--- config.mk ---
export PLATFORM = sky130hd
export DESIGN_NAME = bitcount_unit
export DESIGN_NICKNAME = d
export VERILOG_FILES = /design/src/rtl/bcu_pkg.sv /design/src/rtl/bcu_operand_prep.sv /design/src/rtl/bcu_lead_count.sv /design/src/rtl/bcu_trail_count.sv /design/src/rtl/bcu_pop_count.sv /design/src/rtl/bcu_guard.sv /design/src/rtl/bitcount_unit.sv
export SDC_FILE = /design/constraint.sdc
export NUM_CORES = 1
export LEC_CHECK = 0
export ABC_AREA = 0
export BUFFER_PORTS_ARGS = -buffer_cell sky130_fd_sc_hd__buf_2
export CAP_MARGIN = 10
export CORE_ASPECT_RATIO = 1.1
export CORE_UTILIZATION = 35
export DETAILED_ROUTE_END_ITERATION = 16
export GPL_ROUTABILITY_DRIVEN = 0
export SYNTH_ARGS = -nofsm -noshare
export SYNTH_HDL_FRONTEND = slang
export SYNTH_HIERARCHICAL = 1
export SYNTH_SLANG_ARGS = --single-unit
--- constraint.sdc ---
create_clock -name vclk -period 18.9
set_input_delay 5.67 -clock vclk [all_inputs]
set_output_delay 5.67 -clock vclk [all_outputs]
set_load 0.005 [all_outputs]
--- src/rtl/bcu_pkg.sv ---
package bcu_pkg;

    typedef enum logic [1:0] {
        BC_LEAD  = 2'd0,
        BC_TRAIL = 2'd1,
        BC_POP   = 2'd2,
        BC_RSVD  = 2'd3
    } bc_op_e;

    localparam int WORD_W = 32;

    typedef struct packed {
        bc_op_e op;
        logic   word;
        logic   en;
    } bc_req_t;

    function automatic int cnt_w(input int w);
        return $clog2(w + 1);
    endfunction

    function automatic bit word_capable(input int xlen);
        return xlen == 64;
    endfunction

endpackage

--- src/rtl/bcu_operand_prep.sv ---
module bcu_operand_prep
    import bcu_pkg::*;
#(
    parameter int XLEN = 64
) (
    input  logic [XLEN-1:0] opnd_i,
    input  logic            word_i,
    output logic [XLEN-1:0] lead_vec_o,
    output logic [XLEN-1:0] trail_vec_o,
    output logic [XLEN-1:0] pop_vec_o
);

    localparam int UPPER_W = XLEN - WORD_W;

    generate
        if (word_capable(XLEN)) begin : g_word
            // Move the low word to the top. A single marker one just below it
            // caps the leading count at 32 when the word is empty.
            logic [XLEN-1:0] lead_word;
            logic [XLEN-1:0] trail_word;
            logic [XLEN-1:0] pop_word;

            assign lead_word  = {opnd_i[WORD_W-1:0], 1'b1, {(UPPER_W-1){1'b0}}};
            assign trail_word = {{UPPER_W{1'b1}}, opnd_i[WORD_W-1:0]};
            assign pop_word   = {{UPPER_W{1'b0}}, opnd_i[WORD_W-1:0]};

            assign lead_vec_o  = word_i ? lead_word  : opnd_i;
            assign trail_vec_o = word_i ? trail_word : opnd_i;
            assign pop_vec_o   = word_i ? pop_word   : opnd_i;
        end else begin : g_full_only
            // Word requests are rejected by the guard; keep the counters quiet.
            assign lead_vec_o  = word_i ? '0 : opnd_i;
            assign trail_vec_o = word_i ? '0 : opnd_i;
            assign pop_vec_o   = word_i ? '0 : opnd_i;
        end
    endgenerate

endmodule

--- src/rtl/bcu_lead_count.sv ---
module bcu_lead_count
    import bcu_pkg::*;
#(
    parameter int W = 64,
    localparam int CW = cnt_w(W)
) (
    input  logic [W-1:0]  vec_i,
    output logic [CW-1:0] cnt_o
);

    always_comb begin
        cnt_o = CW'(W);
        // The highest set bit is visited last and so wins.
        for (int i = 0; i < W; i++) begin
            if (vec_i[i]) begin
                cnt_o = CW'(W - 1 - i);
            end
        end
    end

endmodule

--- src/rtl/bcu_trail_count.sv ---
module bcu_trail_count
    import bcu_pkg::*;
#(
    parameter int W = 64,
    localparam int CW = cnt_w(W)
) (
    input  logic [W-1:0]  vec_i,
    output logic [CW-1:0] cnt_o
);

    logic [W-1:0] mirrored;

    generate
        for (genvar g = 0; g < W; g++) begin : g_mirror
            assign mirrored[g] = vec_i[W-1-g];
        end
    endgenerate

    bcu_lead_count #(.W(W)) u_scan (
        .vec_i (mirrored),
        .cnt_o (cnt_o)
    );

endmodule

--- src/rtl/bcu_pop_count.sv ---
module bcu_pop_count
    import bcu_pkg::*;
#(
    parameter int W = 64,
    localparam int CW = cnt_w(W)
) (
    input  logic [W-1:0]  vec_i,
    output logic [CW-1:0] cnt_o
);

    always_comb begin
        cnt_o = '0;
        for (int i = 0; i < W; i++) begin
            cnt_o = cnt_o + CW'(vec_i[i]);
        end
    end

endmodule

--- src/rtl/bcu_guard.sv ---
module bcu_guard
    import bcu_pkg::*;
#(
    parameter int XLEN = 64
) (
    input  bc_req_t req_i,
    output logic    illegal_o
);

    localparam bit WORD_OK = word_capable(XLEN);

    logic bad_word;
    logic bad_op;

    assign bad_word  = req_i.word && !WORD_OK;
    assign bad_op    = (req_i.op == BC_RSVD);
    assign illegal_o = !req_i.en || bad_op || bad_word;

endmodule

--- src/rtl/bitcount_unit.sv ---
module bitcount_unit
    import bcu_pkg::*;
#(
    parameter int XLEN = 64
) (
    input  logic [XLEN-1:0] opnd_i,
    input  logic [1:0]      op_i,
    input  logic            word_i,
    input  logic            ext_en_i,
    output logic [XLEN-1:0] result_o,
    output logic            illegal_o
);

    localparam int CW = cnt_w(XLEN);

    bc_req_t         req;
    logic [XLEN-1:0] lead_vec;
    logic [XLEN-1:0] trail_vec;
    logic [XLEN-1:0] pop_vec;
    logic [CW-1:0]   lead_cnt;
    logic [CW-1:0]   trail_cnt;
    logic [CW-1:0]   pop_cnt;
    logic [CW-1:0]   sel_cnt;
    logic            bad;

    assign req.op   = bc_op_e'(op_i);
    assign req.word = word_i;
    assign req.en   = ext_en_i;

    bcu_guard #(.XLEN(XLEN)) u_guard (
        .req_i     (req),
        .illegal_o (bad)
    );

    bcu_operand_prep #(.XLEN(XLEN)) u_prep (
        .opnd_i      (opnd_i),
        .word_i      (word_i),
        .lead_vec_o  (lead_vec),
        .trail_vec_o (trail_vec),
        .pop_vec_o   (pop_vec)
    );

    bcu_lead_count  #(.W(XLEN)) u_lead  (.vec_i(lead_vec),  .cnt_o(lead_cnt));
    bcu_trail_count #(.W(XLEN)) u_trail (.vec_i(trail_vec), .cnt_o(trail_cnt));
    bcu_pop_count   #(.W(XLEN)) u_pop   (.vec_i(pop_vec),   .cnt_o(pop_cnt));

    always_comb begin
        unique case (req.op)
            BC_LEAD:  sel_cnt = lead_cnt;
            BC_TRAIL: sel_cnt = trail_cnt;
            BC_POP:   sel_cnt = pop_cnt;
            default:  sel_cnt = '0;
        endcase
    end

    assign result_o  = bad ? '0 : {{(XLEN-CW){1'b0}}, sel_cnt};
    assign illegal_o = bad;

endmodule

# Word-level counts from Yosys, hierarchy flattened
# Cells that the tools add are included.
dict set report op_classes {
  add_sub_neg 63
  eq_ne 3
  muxes 133
  n_reduce_logical 3
}
# op n
set ops {}
lappend ops {{two-way mux 7 bit} 129}
lappend ops {{adder 7 x 1 -> 7 bit} 62}
lappend ops {{two-way mux 64 bit} 3}
lappend ops {{case mux 7 bit (3 select lines)} 1}
lappend ops {{equality test 2 bit, second input constant} 2}
lappend ops {{adder 1 x 1 -> 2 bit} 1}
lappend ops {{equality test 2 x 1 -> 1 bit, second input constant} 1}
lappend ops {{logical NOT 2 bit} 1}
lappend ops {{logical NOT 1 bit} 1}
lappend ops {{logical OR 1 bit} 1}
dict set report word_totals {
  out_inout_bits 65
  inputBits 68
  regBits 0
}

# Logic depth before layout (Yosys ltp)
# Gate-level depths: netlist (run 1).
dict set report logic_depth {
  depth_word 67
  ltp_mapped 24
}

# Modules after synthesis
# Netlist (run 1), hierarchy kept.
# mod seq_area_each_um2 cells_each n_inst area_each_um2
set by_module_without_submodules {}
lappend by_module_without_submodules {bcu_pop_count 0.0 172 1 1729.2}
lappend by_module_without_submodules {bcu_lead_count 0.0 147 2 859.6}
lappend by_module_without_submodules {bcu_operand_prep 0.0 206 1 1545.2}
lappend by_module_without_submodules {bitcount_unit 0.0 89 1 700.7}
lappend by_module_without_submodules {bcu_guard 0.0 1 1 10.0}

# Worst setup path after synthesis (run 1)
# No wires, ideal clock.
dict set report synth_timing {
  kind {input -> output}
  startpoint {input port word_i}
  endpoint {output port result_o[4]}
  path_slack_ns 1.618
  path_stages 23
  n_path_buf 2
  t_arrival_ns 11.612
  path_cell_list {buf_6 > buf_2 > nor2b_1 > inv_1 > fa_1 > fa_1 > inv_1 > fa_1 > inv_1 > fa_1 > inv_1 > fa_1 > inv_1 > fa_1 > fa_1 > fa_1 > inv_1 > ha_1 > fa_1 > a211o_2 > a21oi_1 > nand2b_1 > a211oi_1}
}
dict set report synth_between {
  elab_cells_between_ends 165
  classes_between {add/sub: 32; mux: 133}
}
# item line_no
set synth_rtl {}
lappend synth_rtl {{start: declaration} bitcount_unit.sv:8} ;# input logic word_i,
lappend synth_rtl {{two-way mux 64 bit} bcu_operand_prep.sv:29} ;# assign pop_vec_o = word_i ? pop_word : opnd_i;
lappend synth_rtl {{net pop_vec[59]} bitcount_unit.sv:19} ;# logic [XLEN-1:0] pop_vec;
lappend synth_rtl {{adder 7 x 1 -> 7 bit (5 in a row)} bcu_pop_count.sv:14} ;# cnt_o = cnt_o + CW'(vec_i[i]);
lappend synth_rtl {{net pop_cnt[4]} bitcount_unit.sv:22} ;# logic [CW-1:0] pop_cnt;
lappend synth_rtl {{case mux 7 bit (3 select lines)} bitcount_unit.sv:48} ;# unique case (req.op)
lappend synth_rtl {{two-way mux 7 bit} bitcount_unit.sv:56} ;# assign result_o = bad ? '0 : {{(XLEN-CW){1'b0}}, sel_cnt};
lappend synth_rtl {{end: declaration} bitcount_unit.sv:10} ;# output logic [XLEN-1:0] result_o,
# The timed path passes the listed nets, and every way through them passes these cells.

# Final worst setup path (run 1)
dict set report layout_timing {
  startpoint {input port word_i}
  endpoint {output port result_o[4]}
}
dict set report layout_between {
  elab_cells_between_ends 165
  classes_between {add/sub: 32; mux: 133}
}
# item line_no
set layout_rtl {}
lappend layout_rtl {{two-way mux 64 bit} bcu_operand_prep.sv:29}
lappend layout_rtl {{net pop_vec[53]} bitcount_unit.sv:19}
lappend layout_rtl {{adder 7 x 1 -> 7 bit (11 in a row)} bcu_pop_count.sv:14}
lappend layout_rtl {{net pop_cnt[4]} bitcount_unit.sv:22}
lappend layout_rtl {{case mux 7 bit (3 select lines)} bitcount_unit.sv:48}
lappend layout_rtl {{two-way mux 7 bit} bitcount_unit.sv:56}
# The timed path passes the listed nets, and every way through them passes these cells.

==> reports/metrics.yaml, run 1 <==
final_layout:
  clkbuf_count: 0
  diodes: 0
  design.seq.count: 0
  seq_area_sq_um: 0
  syn_to_final_growth_pct: -3.49
  fillers: 1743
  drive_gt1_frac: 0.213
  final_net_count: 895
  fin_util: 0.349
placed_design:
  hpwl_um: 13800
  port-buffer-count: 76
  pre_cts_slack_ns: 0.994
sta:
  drv_slew: 0
  max_freq_ghz: 0.0559
  post-route-period-util: 0.946
  finalCriticalPeriod_ns: 17.87
  layout_setup_ws_ns: 1.03
  finalSetupViolCount: 0
  slew_headroom: 0.526
  finalHoldViolations: 0
  rsz0062_at_grt: "no"
  fin_setup_tns_ns: 0
  worst_pin_slew_ns: 0.710
hold_path:
  min_path_type: "in -> out"
global_routing:
  grt_usage: 0.197
  antenna_found_initial: 0
  grt_pass1_vias: 4583
  grt.overflow.total: 0
  grt_pass1_wl_um: 25000
  grt_start_max_net_pins: 79
floorplanning:
  initial_core_util: 0.361
  fp.dieH_um: 136
  die_area_sq_um: 16800
  io_pins: 133
  core-area_sq_um: 15800
  row_count: 48
  die_w_um: 124
setup_path:
  crit_path_end: "result_o[4]"
  critPathLaunchType: "input pin"
  crit_path_start: "word_i"
  crit_path_max_fanout: 78
  cp.arrival_ns: 12.20
  cp.required_ns: 13.23
  critPathCaptureType: "output port"
  critical_path_class: "in -> out"
detailed_routing:
  drt_wl_total_um: 16900
  vias: 4972
  drt_iter0_drc: 395
  post_drt_wl_per_cell_um: 17.7
  vias_per_cell: 5.20
  drcViolationCount: 0
  firstDrtPassIters: 9
  route.antenna.remaining_nets: 0
cts:
  ctsResizeCount: 0
  postCtsSetupBuffers: 0
  postCtsHoldBufs: 0
yosys:
  ys_warn_count: 6
  ys_seq_area_frac: 0
  synth.distinct_cells: 59
  synth.cell_area_sq_um: 5700
  synthCells: 762
  syn_area_per_cell_sq_um: 7.49
power_and_ir_drop:
  ir_drop_uv: 299
  power_density_nw_per_um2: 204
  leakage_nw: 2.43
outcome:
  status: "finished, final reports clean"
job:
  drv_cap: 0
-- logic make-up (layout without fill, tap and decap cells) --
logic type	after synthesis	after routing	share of synthesized area
XOR/XNOR	2	2	0.00307
AO/OA/AOI/OAI	122	122	0.147
multiplexers	33	33	0.0649
other	1	57	0.000657
AND/OR/NAND/NOR	292	292	0.309
adder cells (fa/ha/maj)	69	69	0.222
buffers and inverters	243	181	0.252
-- Yosys cell counts (3+ instances only) --
cell type  instances  area [sq um]
nand2b_4           3          41.3
a211oi_1          22           165
nor2b_2            6          52.6
or3_1              6          37.5
o21ai_0           14          70.1
ha_1              15           188
nor2b_1           75           469
fa_1              54          1080
buf_4            121           908
o211ai_1           6          45.0
nand2b_1          13          81.3
buf_2              6          30.0
nor2_1            51           191
o21a_1             7          52.6
buf_6              7          78.8
nor4b_1            3          26.3
nor4_1            26           163
a21oi_1           27           135
or2_2             32           200
mux2_2            32           360
o311ai_0           4          35.0
o211a_1            3          30.0
or4_1              8          60.1
nor4_4             4          85.1
inv_1            104           390
o31ai_1            8          60.1
nand2_1           16          60.1
o21bai_1           9          67.6
nand3_1           10          50.1
nor3_1            24           120
clkbuf_2           3          15.0
or2_1              3          18.8
-- worst min path at each step --
stage | to | start | slack, ns | depth (start not counted)
2_1_floorplan | illegal_o | op_i[1] | 11.45 | 1
4_1_cts | result_o[5] | op_i[1] | 11.81 | 3
3_5_place_dp | result_o[5] | op_i[1] | 11.81 | 3
6_report | result_o[5] | op_i[1] | 11.81 | 3
3_3_place_gp | result_o[4] | op_i[1] | 11.80 | 3
5_1_grt | result_o[6] | op_i[1] | 11.84 | 3
-- worst max-delay path, stage by stage --
cell and delay (ns):
buf_4 0.55, nor2b_1 0.15, fa_1 0.56, inv_1 0.05
fa_1 0.48, inv_1 0.07, fa_1 0.48, inv_1 0.05
fa_1 0.49, inv_1 0.05, fa_1 0.47, inv_1 0.05
fa_1 0.52, fa_1 0.43, fa_1 0.49, inv_1 0.04
ha_1 0.21, fa_1 0.49, a211o_2 0.36, a21oi_1 0.13
nand2b_1 0.06, a211oi_1 0.21, buf_2 0.14
-- power breakdown --
| group | switching, W | internal, W | total (W) |
|---|---|---|---|
| Sequential | 0 | 0 | 0 |
| Combinational | 0.000602 | 0.000523 | 0.00112 |
| Clock | 0 | 0 | 0 |
-- layer usage --
metal | part of all wire | up-vias | wire length, um | global-route usage
met5 | 0 | - | 0 | 0
met4 | 0.018 | 0 | 297 | 0.0509
met3 | 0.097 | 26 | 1650 | 0.0361
met2 | 0.44 | 258 | 7500 | 0.311
met1 | 0.44 | 2306 | 7430 | 0.273
li1 | - | 2382 | - | -
-- final cells by class --
cell class | instances | area (sq um) | area share
Multi-Input combinational cell | 575 | 4470 | 0.813
Tap cell | 200 | 250 | 0.0455
Inverter | 104 | 390 | 0.0709
Timing Repair Buffer | 77 | 390 | 0.0709
-- per-stage QoR --
step / hold WS (ns) / std cells / power [W] / area [sq um]
5_1_grt: 11.84 / 956 / 0.00127 / 5510
2_1_floorplan: 11.45 / 818 / 0.000934 / 5910
3_3_place_gp: 11.80 / 956 / 0.00112 / 5510
4_1_cts: 11.81 / 956 / 0.00114 / 5510
6_report: 11.81 / 956 / 0.00112 / 5510
3_5_place_dp: 11.81 / 956 / 0.00114 / 5510
-- layout by cell type (no fill, tap or decap), types with 3 or more instances in the layout --
master	netlist	final
o21a_1	7	7
nor3_1	24	24
o211ai_1	6	6
nand3_1	10	10
nor2b_2	6	6
o21bai_1	9	9
nand2b_1	13	13
nand2b_4	3	3
nor4_1	26	26
o31ai_1	8	8
nand2_1	16	16
o21ai_0	14	14
inv_1	104	104
a21oi_1	27	27
ha_1	15	15
or2_1	3	3
fa_1	54	54
o311ai_0	4	4
o211a_1	3	3
nor4_4	4	4
conb_1	1	57
a211oi_1	22	22
nor2_1	51	51
buf_2	6	75
or4_1	8	8
or2_2	32	32
nor2b_1	75	75
or3_1	6	6
mux2_2	32	32
nor4b_1	3	3
No activity file was read; power rests on OpenSTA's default activity.
==> run 2: changes to the inputs <==
ABC_AREA = 1   (was 0)
TNS_END_PERCENT = 30   (was default)
==> run 2 against run 1 <==
Global-route usage decreased by 2.0 points. Critical path depth increased by 2. Critical path type unchanged. First-iteration DRC count decreased by 6.8%.
==> reports/metrics.yaml, run 2 <==
yosys:
  yosysTopAreaCellShare: 0.209  # +0.0192
  ys_top_cells_by_area: "nand2_1, inv_1, fa_1, buf_4, nor2_1"
  ys_seq_area_frac: 0  # unchanged
  syn_area_per_cell_sq_um: 5.60  # -25%
  ys_warn_count: 6  # unchanged
  synth_most_common_cell: "nand2_1"
  synthCells: 1072  # +41%
  synth_common_cells: "nand2_1, inv_1, buf_4"
  synth.distinct_cells: 26  # -56%
  synth.cell_area_sq_um: 6010  # +5.3%
  yosys.area.top_type: "nand2_1"
job:
  drv_cap: 0  # unchanged
final_layout:
  clkbuf_count: 0  # unchanged
  drive_gt1_frac: 0.101  # -0.112
  fin_cells: 1274  # +33%
  final_net_count: 1209  # +35%
  design.seq.count: 0  # unchanged
  syn_to_final_growth_pct: -3.23
  layout_commonest_cell: "nand2_1"
  diodes: 0  # unchanged
  layout_common_cells: "nand2_1, inv_1, nor2_1"
  seq_area_sq_um: 0  # unchanged
power_and_ir_drop:
  swShare: 0.572  # +0.0365
  power_density_nw_per_um2: 173  # -16%
  ir_drop_uv: 298  # -0.35%
  internal-power_w: 0.000430  # -18%
  comb_power_share: 1.000  # about the same
  leakage_nw: 4.11  # +69%
  pwr-share-seq: 0  # unchanged
  power.net_switching_w: 0.000574  # -4.7%
  clkPwrFrac: 0  # unchanged
setup_path:
  cp.required_ns: 13.23  # about the same
  critical_path_class: "in -> out"
  cp.arrival_ns: 12.27  # +0.07 ns
  crit_path_max_fanout: 33  # -58%
  critPathCaptureType: "output port"
  critPathLaunchType: "input pin"
outcome:
  status: "finished, final reports clean"
floorplanning:
  initial_core_util: 0.363  # +0.00167
  core-area_sq_um: 16600  # +4.8%
  die_w_um: 127  # +2.6%
  io_pins: 133  # unchanged
  fp.dieH_um: 139  # +2.6%
  die_area_sq_um: 17700  # +5.2%
  row_count: 49  # +2.1%
cts:
  postCtsHoldBufs: 0  # unchanged
  ctsResizeCount: 0  # unchanged
  postCtsSetupBuffers: 0  # unchanged
sta:
  max_freq_ghz: 0.0557  # -0.37%
  post-route-period-util: 0.949  # +0.00353
  rsz0062_at_grt: "no"
  finalSetupViolCount: 0  # unchanged
  worst_pin_slew_ns: 0.655  # -0.0555 ns
  drv_slew: 0  # unchanged
  finalCriticalPeriod_ns: 17.94  # +0.0668 ns
  fin_setup_tns_ns: 0  # unchanged
  layout_setup_ws_ns: 0.959  # -0.0668 ns
  finalHoldViolations: 0  # unchanged
  slew_headroom: 0.558  # +0.0314
hold_path:
  min_path_type: "in -> out"
  holdPathStages: 3  # unchanged
detailed_routing:
  route.antenna.remaining_nets: 0  # unchanged
  drt_iter0_drc: 368  # -6.8%
  vias_per_cell: 4.19  # -19%
  drcViolationCount: 0  # unchanged
  post_drt_wl_per_cell_um: 12.0  # -32%
  drt_wl_total_um: 15200  # -9.7%
  vias: 5341  # +7.4%
  firstDrtPassIters: 5  # -4
global_routing:
  grt.overflow.total: 0  # unchanged
  grt_pass1_wl_um: 24900  # -0.52%
  grt_pass1_vias: 4955  # +8.1%
  antenna_found_initial: 0  # unchanged
  grt_start_max_net_pins: 65  # -18%
  grt_usage: 0.177  # -0.0200
placed_design:
  placed_cells: 1274  # +33%
  hpwl_um: 13700  # -0.68%
  port-buffer-count: 76  # unchanged
  pre_cts_slack_ns: 0.987  # -0.00689 ns
run 2: cell count changes after synthesis, sizes merged, moves of 20 or more:
cell    previous run  this run
mux2              32         0
nor3              24         4
nor2b             81         0
nand3             10        45
or2               35         1
nand2             16       334
nor4              30         8
inv              104       314
nor2              51       105
a211oi            22         2
run 2: cells by family (layout without fill, tap and decap cells):
kind of cell	count (synthesis)	after routing	share of synthesized area
simple gates	498	498	0.327
xor+xnor	3	3	0.00438
other cells	1	57	0.000624
fa+ha+maj	69	69	0.211
compound gates	35	35	0.0379
buf+inv	466	408	0.419
run 2: area by class of cell:
type / instances / area (sq um)
fillers: 1893 / 10700
repair buffers: 78 / 395
inverters: 330 / 1460
multi-input cells: 662 / 3700
well taps: 204 / 255
run 2: final timing paths:
kind          end      from
max   result_o[4]    word_i
min     illegal_o  ext_en_i
run 2: worst max-delay path: stages:
cell	delay (ns)
buf_2	0.11
inv_2	0.35
buf_4	0.40
nand2_1	0.13
inv_1	0.07
inv_1	0.05
fa_1	0.57
fa_1	0.47
fa_1	0.54
fa_1	0.43
fa_1	0.49
fa_1	0.54
fa_1	0.44
fa_1	0.52
inv_1	0.05
ha_1	0.23
fa_1	0.47
nand3_1	0.10
nand2_1	0.09
xor2_1	0.15
nand3_1	0.09
nand3_1	0.10
nand2_1	0.06
inv_1	0.05
buf_2	0.10
run 2: layer usage:
layer,global-route usage,vias up,share of wire
met5,0,-,0
met3,0.00538,22,0.051
li1,-,2832,-
met1,0.240,2292,0.45
met4,0.0451,0,0.033
met2,0.308,195,0.46
run 2: power by group through the flow:
| stage | sequential, W | combinational, W | clock (W) |
|---|---|---|---|
| after floorplan | 0 | 0.000798 | 0 |
| after global placement | 0 | 0.000986 | 0 |
| after detailed placement | 0 | 0.00100 | 0 |
| after CTS | 0 | 0.00101 | 0 |
| after global routing | 0 | 0.00118 | 0 |
| final | 0 | 0.00100 | 0 |
run 2: per-stage QoR:
step / cell area, sq um / total power [W] / utilization / hold WS (ns)
5_1_grt: 5810 / 0.00118 / 0.351 / 11.68
6_report: 5810 / 0.00100 / 0.351 / 11.64
3_5_place_dp: 5810 / 0.00100 / 0.351 / 11.65
2_1_floorplan: 6220 / 0.000798 / - / 11.43
4_1_cts: 5810 / 0.00101 / 0.351 / 11.65
3_3_place_gp: 5810 / 0.000986 / 0.351 / 11.64
==> run 3: changes to the inputs <==
CELL_PAD_IN_SITES_DETAIL_PLACEMENT = 1   (was default)
CELL_PAD_IN_SITES_GLOBAL_PLACEMENT = 1   (was default)
CORE_UTILIZATION = 39   (was 35)
PLACE_DENSITY_LB_ADDON = 0.1   (was default)
==> run 3 against run 2 <==
Sequential share of layout area unchanged. Critical endpoint unchanged. Wire length up 12%. Die area down 10%. Final area down 0.17%.
==> reports/metrics.yaml, run 3 (synthesis results as in run 2) <==
outcome:
  status: "finished, final reports clean"
hold_path:
  min_to: "illegal_o"
  worstHoldStart: "ext_en_i"
  holdPathStages: 3  # unchanged
  min_path_type: "in -> out"
cts:
  postCtsSetupBuffers: 0  # unchanged
  postCtsHoldBufs: 0  # unchanged
  ctsResizeCount: 0  # unchanged
power_and_ir_drop:
  power_density_nw_per_um2: 179  # +3.7%
  comb_power_share: 1.000  # about the same
  clkPwrFrac: 0  # unchanged
  pwr-share-seq: 0  # unchanged
  swShare: 0.583  # +0.0116
  internal-power_w: 0.000433  # +0.73%
  ir_drop_uv: 385  # +29%
  power.net_switching_w: 0.000606  # +5.6%
  leakage_nw: 4.11  # unchanged
final_layout:
  clkbuf_count: 0  # unchanged
  seq_area_sq_um: 0  # unchanged
  design.seq.count: 0  # unchanged
  layout_commonest_cell: "nand2_1"
  drive_gt1_frac: 0.101  # unchanged
  layout_common_cells: "nand2_1, inv_1, nor2_1"
  final_net_count: 1209  # unchanged
  diodes: 0  # unchanged
  syn_to_final_growth_pct: -3.40
  fin_cells: 1266  # -0.63%
detailed_routing:
  route.antenna.remaining_nets: 0  # unchanged
  post_drt_wl_per_cell_um: 13.4  # +12%
  vias: 5446  # +2.0%
  firstDrtPassIters: 4  # -1
  vias_per_cell: 4.30  # +2.6%
  drt_wl_total_um: 17000  # +12%
  drt_iter0_drc: 186  # -49%
  drcViolationCount: 0  # unchanged
global_routing:
  grt_pass1_wl_um: 27300  # +9.9%
  grt_pass1_vias: 5367  # +8.3%
  antenna_found_initial: 0  # unchanged
  use_met1: 0.294  # +0.0532
  grt_start_max_net_pins: 65  # unchanged
  grt_usage: 0.219  # +0.0415
  grt.overflow.total: 0  # unchanged
  grt_busiest_layer: "met2"
  grtUsageMet3: 0.00562  # +0.000240
  use_met2: 0.400  # +0.0924
setup_path:
  crit_path_max_fanout: 37  # +12%
  cpMostUsedCell: "fa_1"
  cp.arrival_ns: 12.16  # -0.11 ns
  critical_path_class: "in -> out"
  crit_path_max_incr_delay_ns: 0.55  # -0.02 ns
  cp.required_ns: 13.23  # about the same
  critical_path_depth: 28  # +12%
  critPathCaptureType: "output port"
  critical_path_buf_inv_count: 11  # +3
  critPathLaunchType: "input pin"
  cp_slowest_cell: "fa_1"
  path_delay_family: "adder cells"
sta:
  finalSetupViolCount: 0  # unchanged
  drv_slew: 0  # unchanged
  rsz0062_at_grt: "no"
  max_freq_ghz: 0.0561  # +0.60%
  worst_pin_slew_ns: 0.927  # +0.272 ns
  finalCriticalPeriod_ns: 17.83  # -0.107 ns
  post-route-period-util: 0.944  # -0.00564
  finalHoldViolations: 0  # unchanged
  fin_setup_tns_ns: 0  # unchanged
  slew_headroom: 0.374  # -0.184
placed_design:
  port-buffer-count: 76  # unchanged
  placed_cells: 1266  # -0.63%
  hpwl_um: 15300  # +11%
floorplanning:
  fp.dieH_um: 132  # -5.2%
  die_area_sq_um: 15900  # -10%
  row_count: 47  # -4.1%
  core-area_sq_um: 15100  # -9.1%
  io_pins: 133  # unchanged
  die_w_um: 120  # -5.2%
  initial_core_util: 0.399  # +0.0361
job:
  drv_cap: 0  # unchanged
==> run 3: cell counts in the layout (fill, tap and decap cells not counted) <==
No cell type changed its count.
==> run 3: worst max path at each step <==
stage / start / endpoint / slack (ns)
3_5_place_dp: word_i / result_o[4] / 1.07
4_1_cts: word_i / result_o[4] / 1.01
5_1_grt: word_i / result_o[4] / 0.64
3_3_place_gp: word_i / result_o[4] / 1.19
6_report: word_i / result_o[4] / 1.07
2_1_floorplan: word_i / result_o[4] / 1.91
==> run 3: cell type report <==
type | count | area [sq um]
fill | 2237 | 9250
inverter | 330 | 1460
multi-input combinational | 662 | 3700
tap | 196 | 245
timing repair buffer | 78 | 395
==> run 3: per-layer routing <==
| metal | up-vias | part of all wire |
|---|---|---|
| met5 | - | 0 |
| met4 | 0 | 0.014 |
| met3 | 10 | 0.033 |
| met2 | 112 | 0.49 |
| met1 | 2486 | 0.47 |
| li1 | 2838 | - |
==> run 3: per-stage QoR <==
| stage | hold WS (ns) | area, sq um | setup slack [ns] | utilization | power [W] |
|---|---|---|---|---|---|
| floorplan | 11.43 | 6220 | 1.91 | - | 0.000798 |
| global placement | 11.64 | 5800 | 1.19 | 0.385 | 0.00103 |
| detailed placement | 11.65 | 5800 | 1.07 | 0.385 | 0.00104 |
| CTS | 11.65 | 5800 | 1.01 | 0.385 | 0.00105 |
| global route | 11.66 | 5800 | 0.640 | 0.385 | 0.00122 |
| finish | 11.64 | 5800 | 1.07 | 0.385 | 0.00104 |
==> run 3: power groups by stage <==
stage | clock network [W] | registers [W] | logic [W]
finish | 0 | 0 | 0.00104
floorplan | 0 | 0 | 0.000798
global route | 0 | 0 | 0.00122
CTS | 0 | 0 | 0.00105
detailed placement | 0 | 0 | 0.00104
global placement | 0 | 0 | 0.00103
